## src/rtl/fault_irq_ctrl.sv

```systemverilog
module fault_irq_ctrl #(
  parameter int N_SRC = 4
) (
  input  logic             clk,
  input  logic             rst_n,
  input  logic [N_SRC-1:0] evt,
  input  logic             reg_we,
  input  logic             reg_re,
  input  logic             reg_addr,
  input  logic [N_SRC-1:0] reg_wdata,
  output logic [N_SRC-1:0] reg_rdata,
  output logic             irq_pull_en
);

  localparam logic ADDR_STATUS = 1'b0;
  localparam logic ADDR_MASK   = 1'b1;

  logic [N_SRC-1:0] status_q;
  logic [N_SRC-1:0] mask_q;
  logic [N_SRC-1:0] clr_bits;

  assign clr_bits    = (reg_re && reg_addr == ADDR_STATUS) ? status_q : '0;
  assign reg_rdata   = (reg_addr == ADDR_MASK) ? mask_q : status_q;
  assign irq_pull_en = |(status_q & ~mask_q);

  always_ff @(posedge clk or negedge rst_n) begin
    if (!rst_n) begin
      status_q <= '0;
      mask_q   <= '1;
    end else begin
      status_q <= (status_q & ~clr_bits) | evt;
      if (reg_we && reg_addr == ADDR_MASK) mask_q <= reg_wdata;
    end
  end

endmodule

```

## config.mk

```make
export PLATFORM = sky130hd
export DESIGN_NAME = fault_irq_ctrl
export DESIGN_NICKNAME = d
export VERILOG_FILES = /design/src/rtl/fault_irq_ctrl.sv
export SDC_FILE = /design/constraint.sdc
export NUM_CORES = 1
export LEC_CHECK = 0
export ABC_AREA = 0
export BUFFER_PORTS_ARGS = -buffer_cell sky130_fd_sc_hd__buf_2
export CORE_AREA = 2 2 39 41
export CTS_CLUSTER_SIZE = 14
export DETAILED_ROUTE_END_ITERATION = 10
export DIE_AREA = 0 0 41 43
export MAX_ROUTING_LAYER = met4
export SLEW_MARGIN = 15
export SYNTH_ARGS = -nofsm -noshare
export SYNTH_HDL_FRONTEND = slang
export SYNTH_SLANG_ARGS = --single-unit
export TNS_END_PERCENT = 5
```

## constraint.sdc

```tcl
create_clock -name clk -period 0.9 [get_ports clk]
set_input_delay 0.135 -clock clk [delete_from_list [all_inputs] [get_ports clk]]
set_output_delay 0.135 -clock clk [all_outputs]
set_load 0.02 [all_outputs]
```

==> results.sh <==
export IMPL_status="complete, but fails checks"
export IMPL_violations="setup timing"
export IMPL_initial_core_util_pct=27.94
export IMPL_drive_above_1_share_pct=78.57
export IMPL_grt_max_degree=9
export IMPL_nNetsFinal=70
export IMPL_finalSetupTns_ns=-1.746
export IMPL_grt_pass1_wl_mm=1.352
export IMPL_antenna_found_initial=0
export IMPL_synth_top_area_cell="dfstp_2"
export IMPL_finalCriticalPeriod_ns=1.326
export IMPL_route_detailed_drc=0
export IMPL_endpoint_kind="output pin"
export IMPL_ys_warn_count=0
export IMPL_die_area_sq_mm=0.001763
export IMPL_diodes=0
export IMPL_post_route_period_util_pct=147.3
export IMPL_hold_viol=0
export IMPL_setup_violations=5
export IMPL_pre_cts_ws_ns=-0.1771
export IMPL_synthTopCellsByArea="dfstp_2 27%, dfrtp_1 26%, mux2_4 16%, mux2_2 8.7%, a21o_1 7.8%"
export IMPL_crit_path_start_kind="flop"
export IMPL_final_setup_skew_ns=0
export IMPL_die_w_um=41
export IMPL_first_pass_iters=2
export IMPL_numCtsBuffers=3
export IMPL_grt_pass1_vias=333
export IMPL_worstMarginPinSlew_ns=0.1908
export IMPL_tritoncts="done"
export IMPL_routedWlPerCell_um=11.65
export IMPL_max_stage_delay_ns=0.54
export IMPL_synth_seq_cells=8
export IMPL_min_from="evt[3]"
export IMPL_io_buffer_count=17
export IMPL_grt_ovfl_total=0
export IMPL_grt_setup_unrepaired="yes"
export IMPL_netlist_area_sq_um=386.6
export IMPL_gp_congestion=0.5998
export IMPL_dieHeight_um=43
export IMPL_io_pins=18
export IMPL_setup_ws_ns=-0.4261
export IMPL_clock_sinks=8
export IMPL_cp_cell_sequence="nand2b_4 > o2111ai_4 > buf_6"
export IMPL_drt_iter0_drc=2
export IMPL_synth_cell_types=11
export IMPL_cts_setup_buffers=0
export IMPL_ant_nets=0
export IMPL_cp_num_buf_inv=1
export IMPL_htreeDepth=1
export IMPL_synthSimpleGateAreaFrac_pct=10.36
export IMPL_synth_top_family_by_area="multiplexers"
export IMPL_powerDensity_mw_per_mm2=1684
export IMPL_areaGrowthSynthToFinish_pct=66.02
export IMPL_synthMuxAreaShare_pct=24.27
export IMPL_arrival_ns=1.19
export IMPL_place_hpwl_um=681.7
export IMPL_min_path_type="in -> reg"
export IMPL_synthAdderAreaFrac_pct=0
export IMPL_syn_nets=41
export IMPL_synth_top_area_share_pct=27.18
export IMPL_fmax_mhz=754.1
export IMPL_clock_path_buffers=2
export IMPL_rows=14
export IMPL_synth_compound_area_share_pct=11.33
export IMPL_syn_area_per_cell_sq_um=13.81
export IMPL_cpMaxStageDelayCell="dfstp_2"
export IMPL_crit_family="flip-flops"
export IMPL_crit_required_ns=0.76
export IMPL_root_buffer="clkbuf_4"
export IMPL_ys_seq_area_share_pct=53.07
export IMPL_synthCells=28
export IMPL_final_max_slew_viol_count=0
export IMPL_viasPerCell=4.528
export IMPL_peakVddDrop_mv=0.7242
export IMPL_track_usage_pct=11.71
export IMPL_fillCellCount=133
export IMPL_critPathMaxFanout=3
export IMPL_synthXorXnorAreaFrac_pct=0
export IMPL_critPathLaunch="mask_q[1]"
export IMPL_core_sq_mm=0.001384
export IMPL_r2r_start="status_q[1]"
export IMPL_vias=326
export IMPL_maxCapViolations=0
export IMPL_clk_pin_slew_worst_paths_ns=0.06
export IMPL_insertion_delay_ns=0.25
export IMPL_leakage_nw=0.3206
export IMPL_drt_total_wl_um=839
export IMPL_slew_headroom_pct=87.28
export IMPL_worstSetupPathType="reg -> out"
synth_stat cells (all sizes together):
master,count
dfstp,4
inv,1
o21ai,1
nand2b,4
dfrtp,4
mux2,7
a21o,4
o2111ai,1
nand2,2
kinds of logic after synthesis:
logic type | Yosys count
multiplexers | 7
AND/OR/NAND/NOR | 6
AO/OA/AOI/OAI | 6
buffers and inverters | 1
flip-flops | 8
state kept, by name, summed over array words and instances, names as in the netlist:
signal	count
mask_q	4
status_q	4
through the flow:
step	hold slack (ns)	utilization (%)	cells	power, mW	instance area (sq um)
floorplan	-0.1606	-	28	0.6290	422.9
finish	0.05506	46.38	72	1.081	641.9
CTS	0.05012	45.66	72	1.087	631.9
global placement	-0.01691	41.41	67	0.7417	573.1
global route	0.05782	46.38	72	1.151	641.9
detailed placement	-0.01137	41.41	67	0.7469	573.1
where the power goes:
| part | leakage (nW) | total, mW | switching, mW | internal, mW |
|---|---|---|---|---|
| Combinational | 0.223 | 0.323 | 0.125 | 0.198 |
| Clock | 0.0150 | 0.300 | 0.130 | 0.170 |
| Sequential | 0.0821 | 0.458 | 0.0388 | 0.419 |
| Total | 0.321 | 1.08 | 0.294 | 0.787 |
cells in the final DEF (no fill, tap or decap):
cell type,count
mux2_2,2
buf_6,3
nand2_4,1
buf_4,6
nand2b_1,1
inv_1,1
dfrtp_1,4
clkbuf_1,1
dlygate4sd3_1,1
clkbuf_4,3
o21ai_2,1
nand2_2,1
dfstp_2,4
buf_2,14
nand2b_4,3
o2111ai_4,1
a21o_1,4
mux2_4,5
final cells by class:
class                   instances  area (sq um)  area share (%)
well taps                      16         20.02           3.119
inverters                       1         3.754          0.5848
clock buffers                   4         26.28           4.094
multi-input cells              19         227.7           35.48
flip-flops and latches          8         205.2           31.97
repair buffers                 24         158.9           24.76
path summary, 6_finish.rpt:
path	endpoint	slack (ns)	cells after the start
min in group asynchronous	status_q[3]	0.24	2
max reg2reg	status_q[1]	0.08	2
max in group asynchronous	mask_q[0]	0.41	2
min	status_q[3]	0.06	2
max	irq_pull_en	-0.43	3
min reg2reg	status_q[3]	0.56	2
worst reg2reg max path: stages (launching register included):
cell	delay [ns]
dfrtp_1	0.42
buf_4	0.15
a21o_1	0.14
layer usage:
metal  vias to the layer above  global-route usage, %  routed length, um
li1                        159                      -                  -
met1                       153                  13.49                365
met2                        12                  17.81                404
met3                         2                  3.141                 57
met4                         0                  6.000                 12
met5                         -                      -                  0
what timing repair did:
| item | CTS | global route |
|---|---|---|
| endpoints found under the hold margin | 8 | 0 |
| hold buffers | 1 | 0 |
| endpoints found under the setup margin | 5 | 5 |
| pin swaps | 1 | 0 |
| resized for setup | 6 | 3 |
No activity file was read; power rests on OpenSTA's default activity.
